[src/rtl/mode_ctl_pkg.sv]
package mode_ctl_pkg;
  typedef enum logic [1:0] {
    ST_PWM   = 2'd0,
    ST_HS    = 2'd1,
    ST_LS    = 2'd2,
    ST_SLEEP = 2'd3
  } mc_state_t;
endpackage

[src/rtl/mc_light_qual.sv]
module mc_light_qual #(
  parameter int unsigned QUAL_CYCLES = 32
) (
  input  logic clk,
  input  logic rst_n,
  input  logic enable,
  input  logic light,
  output logic hit
);
  localparam int CW = $clog2(QUAL_CYCLES + 1);
  localparam logic [CW-1:0] LAST = CW'(QUAL_CYCLES - 1);

  logic [CW-1:0] cnt;

  assign hit = enable && light && (cnt == LAST);

  always_ff @(posedge clk) begin
    if (!rst_n) begin
      cnt <= '0;
    end else if (!enable || !light || hit) begin
      cnt <= '0;
    end else begin
      cnt <= cnt + 1'b1;
    end
  end


  count_bound_chk: assert property (@(posedge clk) disable iff (!rst_n)
    !enable |=> (cnt == '0));
endmodule

[src/rtl/mc_mode_fsm.sv]
module mc_mode_fsm
  import mode_ctl_pkg::*;
(
  input  logic      clk,
  input  logic      rst_n,
  input  logic      force_pwm,
  input  logic      qual_hit,
  input  logic      duty_req,
  input  logic      zero_cur,
  input  logic      peak_at_limit,
  input  logic      above_hi,
  input  logic      below_lo,
  input  logic      below_lo2,
  output mc_state_t state,
  output logic      hs_want,
  output logic      ls_want
);
  mc_state_t nxt;

  always_comb begin
    nxt = state;
    unique case (state)
      ST_PWM:   if (qual_hit) nxt = ST_LS;
      ST_HS:    if (above_hi || peak_at_limit) nxt = ST_LS;
      ST_LS:    if (zero_cur) nxt = above_hi ? ST_SLEEP : ST_HS;
      ST_SLEEP: if (below_lo) nxt = ST_HS;
      default:  nxt = ST_PWM;
    endcase
    if (state != ST_PWM && (force_pwm || below_lo2)) nxt = ST_PWM;
  end

  always_ff @(posedge clk) begin
    if (!rst_n) state <= ST_PWM;
    else        state <= nxt;
  end

  always_comb begin
    hs_want = 1'b0;
    ls_want = 1'b0;
    unique case (state)
      ST_PWM: begin
        hs_want = duty_req;
        ls_want = !duty_req;
      end
      ST_HS:    hs_want = 1'b1;
      ST_LS:    ls_want = 1'b1;
      default: begin
        hs_want = 1'b0;
        ls_want = 1'b0;
      end
    endcase
  end


  wake_to_charge_chk: assert property (@(posedge clk) disable iff (!rst_n)
    (state == ST_SLEEP && below_lo && !below_lo2 && !force_pwm) |=> (state == ST_HS));


  drain_recharge_chk: assert property (@(posedge clk) disable iff (!rst_n)
    (state == ST_LS && zero_cur && !above_hi && !below_lo2 && !force_pwm) |=> (state == ST_HS));
endmodule

[src/rtl/mc_gate_stage.sv]
module mc_gate_stage (
  input  logic clk,
  input  logic rst_n,
  input  logic hs_want,
  input  logic ls_want,
  output logic hs_q,
  output logic ls_q
);
  always_ff @(posedge clk) begin
    if (!rst_n) begin
      hs_q <= 1'b0;
      ls_q <= 1'b0;
    end else begin
      hs_q <= hs_want && !ls_q;
      ls_q <= ls_want && !hs_q;
    end
  end


  hs_then_gap_chk: assert property (@(posedge clk) disable iff (!rst_n)
    hs_q |=> !ls_q);


  ls_then_gap_chk: assert property (@(posedge clk) disable iff (!rst_n)
    ls_q |=> !hs_q);
endmodule

[src/rtl/buck_mode_ctl.sv]
module buck_mode_ctl
  import mode_ctl_pkg::*;
#(
  parameter int unsigned QUAL_CYCLES = 32
) (
  input  logic clk,
  input  logic rst_n,
  input  logic force_pwm,
  input  logic duty_req,
  input  logic zero_cur,
  input  logic peak_below_mode,
  input  logic peak_at_limit,
  input  logic vout_above_hi,
  input  logic vout_below_lo,
  input  logic vout_below_lo2,
  output logic mode_pfm,
  output logic hs_req,
  output logic ls_req,
  output logic sleep
);
  localparam int CW = $clog2(QUAL_CYCLES + 1);
  localparam logic [CW-1:0] FULL = CW'(QUAL_CYCLES);
  localparam logic [CW-1:0] LAST = CW'(QUAL_CYCLES - 1);

  mc_state_t state;
  logic      qual_hit;
  logic      hs_want;
  logic      ls_want;
  logic      light;

  assign light = zero_cur || peak_below_mode;

  mc_light_qual #(.QUAL_CYCLES(QUAL_CYCLES)) u_qual (
    .clk    (clk),
    .rst_n  (rst_n),
    .enable ((state == ST_PWM) && !force_pwm),
    .light  (light),
    .hit    (qual_hit)
  );

  mc_mode_fsm u_fsm (
    .clk           (clk),
    .rst_n         (rst_n),
    .force_pwm     (force_pwm),
    .qual_hit      (qual_hit),
    .duty_req      (duty_req),
    .zero_cur      (zero_cur),
    .peak_at_limit (peak_at_limit),
    .above_hi      (vout_above_hi),
    .below_lo      (vout_below_lo),
    .below_lo2     (vout_below_lo2),
    .state         (state),
    .hs_want       (hs_want),
    .ls_want       (ls_want)
  );

  mc_gate_stage u_gate (
    .clk     (clk),
    .rst_n   (rst_n),
    .hs_want (hs_want),
    .ls_want (ls_want),
    .hs_q    (hs_req),
    .ls_q    (ls_req)
  );

  assign mode_pfm = (state != ST_PWM);
  assign sleep    = (state == ST_SLEEP);

  // Independent run-length tracker for the entry check below
  logic [CW-1:0] run_len;
  always_ff @(posedge clk) begin
    if (!rst_n)                             run_len <= '0;
    else if (!light || mode_pfm || force_pwm) run_len <= '0;
    else if (run_len != FULL)               run_len <= run_len + 1'b1;
  end


  entry_qualified_chk: assert property (@(posedge clk) disable iff (!rst_n)
    $rose(mode_pfm) |-> ($past(run_len) >= LAST));


  no_overlap_chk: assert property (@(posedge clk) disable iff (!rst_n)
    !(hs_req && ls_req));


  force_exit_chk: assert property (@(posedge clk) disable iff (!rst_n)
    force_pwm |=> !mode_pfm);


  low2_exit_chk: assert property (@(posedge clk) disable iff (!rst_n)
    (mode_pfm && vout_below_lo2) |=> !mode_pfm);


  sleep_quiet_chk: assert property (@(posedge clk) disable iff (!rst_n)
    (sleep && $past(sleep)) |-> (!hs_req && !ls_req));
endmodule

[config.mk]
export PLATFORM = sky130hd
export DESIGN_NAME = buck_mode_ctl
export DESIGN_NICKNAME = d
export VERILOG_FILES = /design/src/rtl/mode_ctl_pkg.sv /design/src/rtl/mc_light_qual.sv /design/src/rtl/mc_mode_fsm.sv /design/src/rtl/mc_gate_stage.sv /design/src/rtl/buck_mode_ctl.sv
export SDC_FILE = /design/constraint.sdc
export NUM_CORES = 1
export LEC_CHECK = 0
export ABC_AREA = 1
export ABC_CLOCK_PERIOD_IN_PS = 1100
export BUFFER_PORTS_ARGS = -buffer_cell sky130_fd_sc_hd__buf_2
export CORE_AREA = 4 4 41 43
export CTS_CLUSTER_SIZE = 12
export DETAILED_ROUTE_END_ITERATION = 10
export DIE_AREA = 0 0 45 47
export GPL_ROUTABILITY_DRIVEN = 0
export GPL_TIMING_DRIVEN = 0
export PLACE_DENSITY_LB_ADDON = 0.1
export SLEW_MARGIN = 25
export SYNTH_ARGS = -nofsm -noshare
export SYNTH_HDL_FRONTEND = slang
export SYNTH_SLANG_ARGS = --single-unit
[constraint.sdc]
create_clock -name clk -period 1.1 [get_ports clk]
set_input_delay 0.11 -clock clk [delete_from_list [all_inputs] [get_ports clk]]
set_output_delay 0.11 -clock clk [all_outputs]
set_load 0.005 [all_outputs]
==> results.toml, run 1 <==
[drt]
antenna_left = 0
drt-pass1-iter-count = 3
viasPerCell = 4.51
vias = 474
drt_wl_total_um = 993
wl_per_cell_um = 9.46
drt-initial-drc-count = 7
drc_errors = 0

[timing]
setup_viol = 7
relSlewSlack = 0.787
setup_ws_ns = -0.0454
hold_viol_final = 0
fin_tns_setup_ns = -0.143
fin_crit_ns = 1.15
finalCritPeriodShare = 1.04
tightest_slew_ns = 0.311
rsz0062_at_grt = "true"
max_freq_mhz = 873
fin_skew_ns = 0.00196
whs_ns = 0.0497
final_max_slew_viol_count = 0

[worst_setup_path]
worstSetupPathType = "flip-flop to flip-flop"
r2r-end = "u_fsm.state[1]$_SDFFE_PP0P_"
r2r_slack_ns = -0.05
endpoint_kind = "flip-flop"
reg2reg_from = "u_fsm.state[0]$_SDFFE_PP0P_"
cp_data_required_time_ns = 1.26
crit_top_cell = "nand2_1"
path_cells = "buf_4 -> nand2_2 -> inv_2 -> nand2_1 -> nand2_1 -> nor2_1 -> nand4_1 -> nand2_1 -> inv_1"
cp-start-kind = "flip-flop"
critPathMaxStageDelay_ns = 0.37
cp.arrival_ns = 1.31
path_delay_family = "simple AND/OR/NAND/NOR gates"
worst-path-max-fanout = 5
critPathBufInv = 3
reg2reg_depth = 9
slowest_stage = "dfxtp_4"

[min_path]
min_from = "duty_req"
worstHoldPathCells = 2
hp-class = "primary input to flip-flop"
holdPathEnd = "u_gate.ls_q$_SDFF_PN0_"

[clock_network]
numCtsBuffers = 3
cts_tree = "done"
cts_hold_buf = 0
cts_root_buffer = "clkbuf_4"
cts_max_level = 1
cts_buffer_depth = 2
clock_latency_ns = 0.26
clk_pin_slew_ns = 0.07
cts.sinks = 10

[synth]
synth_fp_nets = 79
yosys_warnings = 0
synth_ff_type = "dfxtp_1"
synth_area_um2 = 475
syn_inst = 68
synth_area_leader_cell = "dfxtp_1"
synthArstFlopShare = 0
synth.top_cell.area_share = 0.421
synthTopCellsByArea = "dfxtp_1, nand2_1, inv_1"
avgSynthCellArea_um2 = 6.99
synth-seq-cells = 10
synth_seq_area_share = 0.421
ys_types = 16
synth_enable_flop_cells = 0

[grt]
grt_first_pass_wirelength_mm = 1.63
grt_pass1_vias = 419
grt_max_degree = 7
grt_antenna_before_repair = 0
track_usage = 0.108
grt-ovfl-total = 0

[pwr]
powerDensity_nw_per_um2 = 1090
p_leak_nw = 0.308
p_total_mw = 0.754
peakVddDrop_mv = 0.634

[outcome]
status = "finished, violations left"
violations = "negative setup slack"

[die]
die_x_um = 45
start_util = 0.365
num_rows = 13
fp.dieH_um = 47
core-area_um2 = 1300
die-area_um2 = 2120
pin_count = 14

[cells_and_area]
areaGrowthSynthToFinish_pct = 45.3
drive_gt1_frac = 0.422
final_util = 0.531
num-fill-cells = 150
final_nets = 102
ff_latch_area_um2 = 210
final_area_um2 = 691
multi_input_area_um2 = 282
diodes = 0

[placement]
port_buffers = 13
postPlaceCellArea_um2 = 568
dp_hpwl_um = 702

[run]
drv_cap = 0
[worst max-delay path by stage]
stage | slack (ns) | from | cells after the start | end
2_1_floorplan | 0.01 | u_qual.cnt[1]$_SDFF_PP0_ | 8 | u_fsm.state[1]$_SDFFE_PP0P_
3_3_place_gp | -0.07 | u_fsm.state[0]$_SDFFE_PP0P_ | 5 | u_qual.cnt[5]$_SDFF_PP0_
3_5_place_dp | -0.09 | u_qual.cnt[1]$_SDFF_PP0_ | 8 | u_fsm.state[1]$_SDFFE_PP0P_
4_1_cts | -0.01 | u_qual.cnt[0]$_SDFF_PP0_ | 5 | u_qual.cnt[5]$_SDFF_PP0_
5_1_grt | -0.14 | u_fsm.state[0]$_SDFFE_PP0P_ | 9 | u_fsm.state[1]$_SDFFE_PP0P_
6_report | -0.05 | u_fsm.state[0]$_SDFFE_PP0P_ | 9 | u_fsm.state[1]$_SDFFE_PP0P_
[cells in the mapped netlist (2+ instances only)]
cell,count
nor2_2,2
nand3b_1,2
inv_1,11
nand3_1,3
nor2_1,11
o21ai_0,3
nand2_1,14
a21oi_1,4
dfxtp_1,10
or2_2,2
[metal layers]
metal / track usage / share of wire / vias to the layer above
met1: 0.128 / 0.52 / 205
met4: 0.0175 / 0 / 0
met3: 0.0575 / 0.058 / 0
met2: 0.175 / 0.42 / 12
met5: 0 / 0 / -
li1: - / - / 257
[logic make-up (layout without fill, tap and decap cells)]
logic type,after synthesis,count (layout),synth area share
buf+inv,11,33,0.0868
xor+xnor,2,2,0.0368
simple gates,36,36,0.337
fa+ha+maj,1,1,0.0263
flops,10,10,0.421
compound gates,8,8,0.0921
[worst register-to-register path, delay by kind of cell (launching register included)]
family / cells / cell delay, ns
buf+inv: 3 / 0.22
flops: 1 / 0.37
simple gates: 6 / 0.47
[cells in the final DEF (no fill, tap or decap), types with 3 or more instances in the layout]
master,netlist,routed
buf_2,0,13
inv_1,11,10
nor2_1,11,10
nand2_1,14,10
dfxtp_1,10,6
buf_4,0,5
nand2_2,0,4
a21oi_1,4,4
o21ai_0,3,3
clkbuf_4,0,3
[layout make-up]
class	instances	area share
clock buffers	4	0.0525
inverters	11	0.0598
multi-input cells	47	0.408
flip-flops and latches	10	0.304
well taps	15	0.0272
repair buffers	18	0.149
[report_power, final]
group	leakage (nW)	switching (mW)	total [mW]	internal [mW]
clock	0.0210	0.128	0.329	0.201
combinational	0.203	0.0260	0.0545	0.0285
sequential	0.0837	0.00491	0.370	0.365
[per-stage QoR]
stage | setup WS (ns) | cells
2_1_floorplan | 0.0122 | 68
3_3_place_gp | -0.0737 | 96
3_5_place_dp | -0.0852 | 96
4_1_cts | -0.00968 | 104
5_1_grt | -0.139 | 105
6_report | -0.0454 | 105
[timing repair]
action                     4_1_cts  5_1_grt
pin swaps                        4       10
gates resized for setup          8        7
setup endpoints to repair        9        9
setup buffers                    4        1
gates cloned                     0        0
[flip-flops by register name, summed over array words and instances, names as in the netlist]
name,flops
u_fsm.state,2
u_gate.hs_q,1
u_qual.cnt,6
u_gate.ls_q,1
Power figures use the tool's default switching activity.
==> inputs of run 2 (changes only) <==
--- a/config.mk
+++ b/config.mk
@@ -8,10 +8,12 @@
 export ABC_AREA = 1
 export ABC_CLOCK_PERIOD_IN_PS = 1100
 export BUFFER_PORTS_ARGS = -buffer_cell sky130_fd_sc_hd__buf_2
-export CORE_AREA = 4 4 41 43
+export CELL_PAD_IN_SITES_DETAIL_PLACEMENT = 0
+export CELL_PAD_IN_SITES_GLOBAL_PLACEMENT = 1
+export CORE_MARGIN = 4
+export CORE_UTILIZATION = 29
 export CTS_CLUSTER_SIZE = 12
 export DETAILED_ROUTE_END_ITERATION = 10
-export DIE_AREA = 0 0 45 47
 export GPL_ROUTABILITY_DRIVEN = 0
 export GPL_TIMING_DRIVEN = 0
 export PLACE_DENSITY_LB_ADDON = 0.1
==> run 2 against run 1 <==
The run still ends with negative setup slack left. Global-route usage down 1.7 points. Fmax up 0.62%. Total power down 12%. First-iteration DRC count up 43%. Non-clock buffer count down 1. Sequential cell count unchanged. Design area down 3.6%. Clock power down 27%. Die area up 11%. Via count down 0.63%. Critical path type is now flip-flop to primary output. Highest routed layer is now met4.
==> results.toml, run 2 (synthesis gave the netlist of run 1 again) <==
[outcome]
status = "finished, violations left"
violations = "negative setup slack"

[cells_and_area]
reg_top3 = "u_qual.cnt x6, u_fsm.state x2"
num-fill-cells = 162
final_util = 0.437
areaGrowthSynthToFinish_pct = 40.0
layout_commonest_cell = "buf_2"
diodes = 0
drive_gt1_frac = 0.386
multi_input_area_um2 = 279
final_area_um2 = 666
layout_common_cells = "buf_2, nand2_1, inv_1"
top_register = "u_qual.cnt"
largest_register_ff_count = 6
ff_latch_area_um2 = 208
final_nets = 101

[timing]
rsz0062_at_grt = "true"
relSlewSlack = 0.794
setup_ws_ns = -0.0383
fin_skew_ns = 0.00377
finalCritPeriodShare = 1.03
hold_viol_final = 0
whs_ns = 0.0554
tightest_slew_ns = 0.302
final_max_slew_viol_count = 0
fin_crit_ns = 1.14
setup_viol = 3
max_freq_mhz = 878

[pwr]
power_frac_seq = 0.559
p_leak_nw = 0.296
power.share.clock = 0.362
power.internal_mw = 0.521
pwr-share-comb = 0.079
power_switching_mw = 0.146
powerDensity_nw_per_um2 = 1000
peakVddDrop_mv = 0.534
swShare = 0.218

[min_path]
holdPathEnd = "u_gate.ls_q$_SDFF_PN0_"
hp-class = "primary input to flip-flop"
worstHoldPathCells = 2
min_from = "duty_req"

[grt]
grt_pass1_vias = 386
track_usage = 0.0910
grt_first_pass_wirelength_mm = 1.67
grt-ovfl-total = 0
grt_max_degree = 7
grt_antenna_before_repair = 0

[clock_network]
cts.sinks = 10
cts_tree = "done"
clk_pin_slew_ns = 0.06
clock_latency_ns = 0.26
numCtsBuffers = 3
cts_max_level = 1
cts_hold_buf = 0
cts_buffer_depth = 2
cts_root_buffer = "clkbuf_4"

[worst_setup_path]
worstSetupPathType = "flip-flop to primary output"
cp-start-kind = "flip-flop"
r2r-end = "u_qual.cnt[5]$_SDFF_PP0_"
worst-path-max-fanout = 6
reg2reg_depth = 5
cp_data_required_time_ns = 0.99
r2r_slack_ns = -0.02
reg2reg_from = "u_qual.cnt[0]$_SDFF_PP0_"
cp.arrival_ns = 1.03
endpoint_kind = "primary output"

[run]
drv_cap = 0

[drt]
drt_wl_total_mm = 1.06
drc_errors = 0
drt-pass1-iter-count = 4
vias = 471
viasPerCell = 4.53
drt-initial-drc-count = 10
antenna_left = 0
wl_per_cell_um = 10.2

[die]
num_rows = 14
die-area_um2 = 2350
start_util = 0.312
pin_count = 14
fp.dieH_um = 48.5
die_x_um = 48.5
core-area_um2 = 1520

[placement]
port_buffers = 13
postPlaceCellArea_um2 = 569
dp_hpwl_um = 730
run 2: cell types whose count changed in the layout (fill, tap and decap cells not counted), sizes merged:
cell and delta:
clkbuf -1, buf -1
run 2: cell type report:
class	count	share of cell area
Clock buffer	3	0.0338
Sequential cell	10	0.312
Tap cell	16	0.0301
Timing Repair Buffer	17	0.143
Multi-Input combinational cell	47	0.419
Inverter	11	0.0620
run 2: critical path: stages, from the launching register on:
cell	delay [ns]
dfxtp_4	0.37
nor2_4	0.13
buf_4	0.13
inv_1	0.03
buf_2	0.11
run 2: stage by stage:
stage               cells  setup TNS (ns)  setup WS (ns)  power [mW]
finish                104         -0.0698        -0.0383       0.667
global route          104          -0.715        -0.0993       0.709
CTS                   103        -0.00835       -0.00825       0.682
detailed placement     97          -0.542        -0.0822       0.429
global placement       97          -0.563        -0.0933       0.429
floorplan              68               0         0.0122       0.403
run 2: power groups by stage:
stage | logic [mW] | registers [mW] | clock network (mW)
after detailed placement | 0.0471 | 0.382 | 0
after floorplan | 0.0209 | 0.382 | 0
final | 0.0528 | 0.372 | 0.241
after CTS | 0.0515 | 0.374 | 0.256
after global routing | 0.0598 | 0.373 | 0.276
after global placement | 0.0469 | 0.382 | 0
run 2: what timing repair did:
| action | 4_1_cts | 5_1_grt |
|---|---|---|
| hold endpoints to repair | 0 | 0 |
| setup buffers | 3 | 1 |
| setup endpoints to repair | 9 | 9 |
| gates resized for setup | 7 | 5 |
| pin swaps | 4 | 2 |
run 2: worst max path at each step:
| stage | cells after the start | from | slack, ns | endpoint |
|---|---|---|---|---|
| 6_report | 4 | u_fsm.state[0]$_SDFFE_PP0P_ | -0.04 | mode_pfm |
| 4_1_cts | 5 | u_fsm.state[1]$_SDFFE_PP0P_ | -0.008 | u_qual.cnt[5]$_SDFF_PP0_ |
| 3_5_place_dp | 8 | u_qual.cnt[1]$_SDFF_PP0_ | -0.08 | u_fsm.state[1]$_SDFFE_PP0P_ |
| 5_1_grt | 5 | u_fsm.state[0]$_SDFFE_PP0P_ | -0.1 | u_qual.cnt[0]$_SDFF_PP0_ |
| 2_1_floorplan | 8 | u_qual.cnt[1]$_SDFF_PP0_ | 0.01 | u_fsm.state[1]$_SDFFE_PP0P_ |
| 3_3_place_gp | 5 | u_fsm.state[0]$_SDFFE_PP0P_ | -0.09 | u_qual.cnt[5]$_SDFF_PP0_ |
run 2: layer usage:
| metal | track usage | part of all wire | up-vias |
|---|---|---|---|
| met4 | 0.0269 | 0.0095 | 0 |
| met2 | 0.113 | 0.40 | 15 |
| met1 | 0.124 | 0.49 | 196 |
| met5 | 0 | 0 | - |
| li1 | - | - | 256 |
| met3 | 0.0613 | 0.096 | 4 |
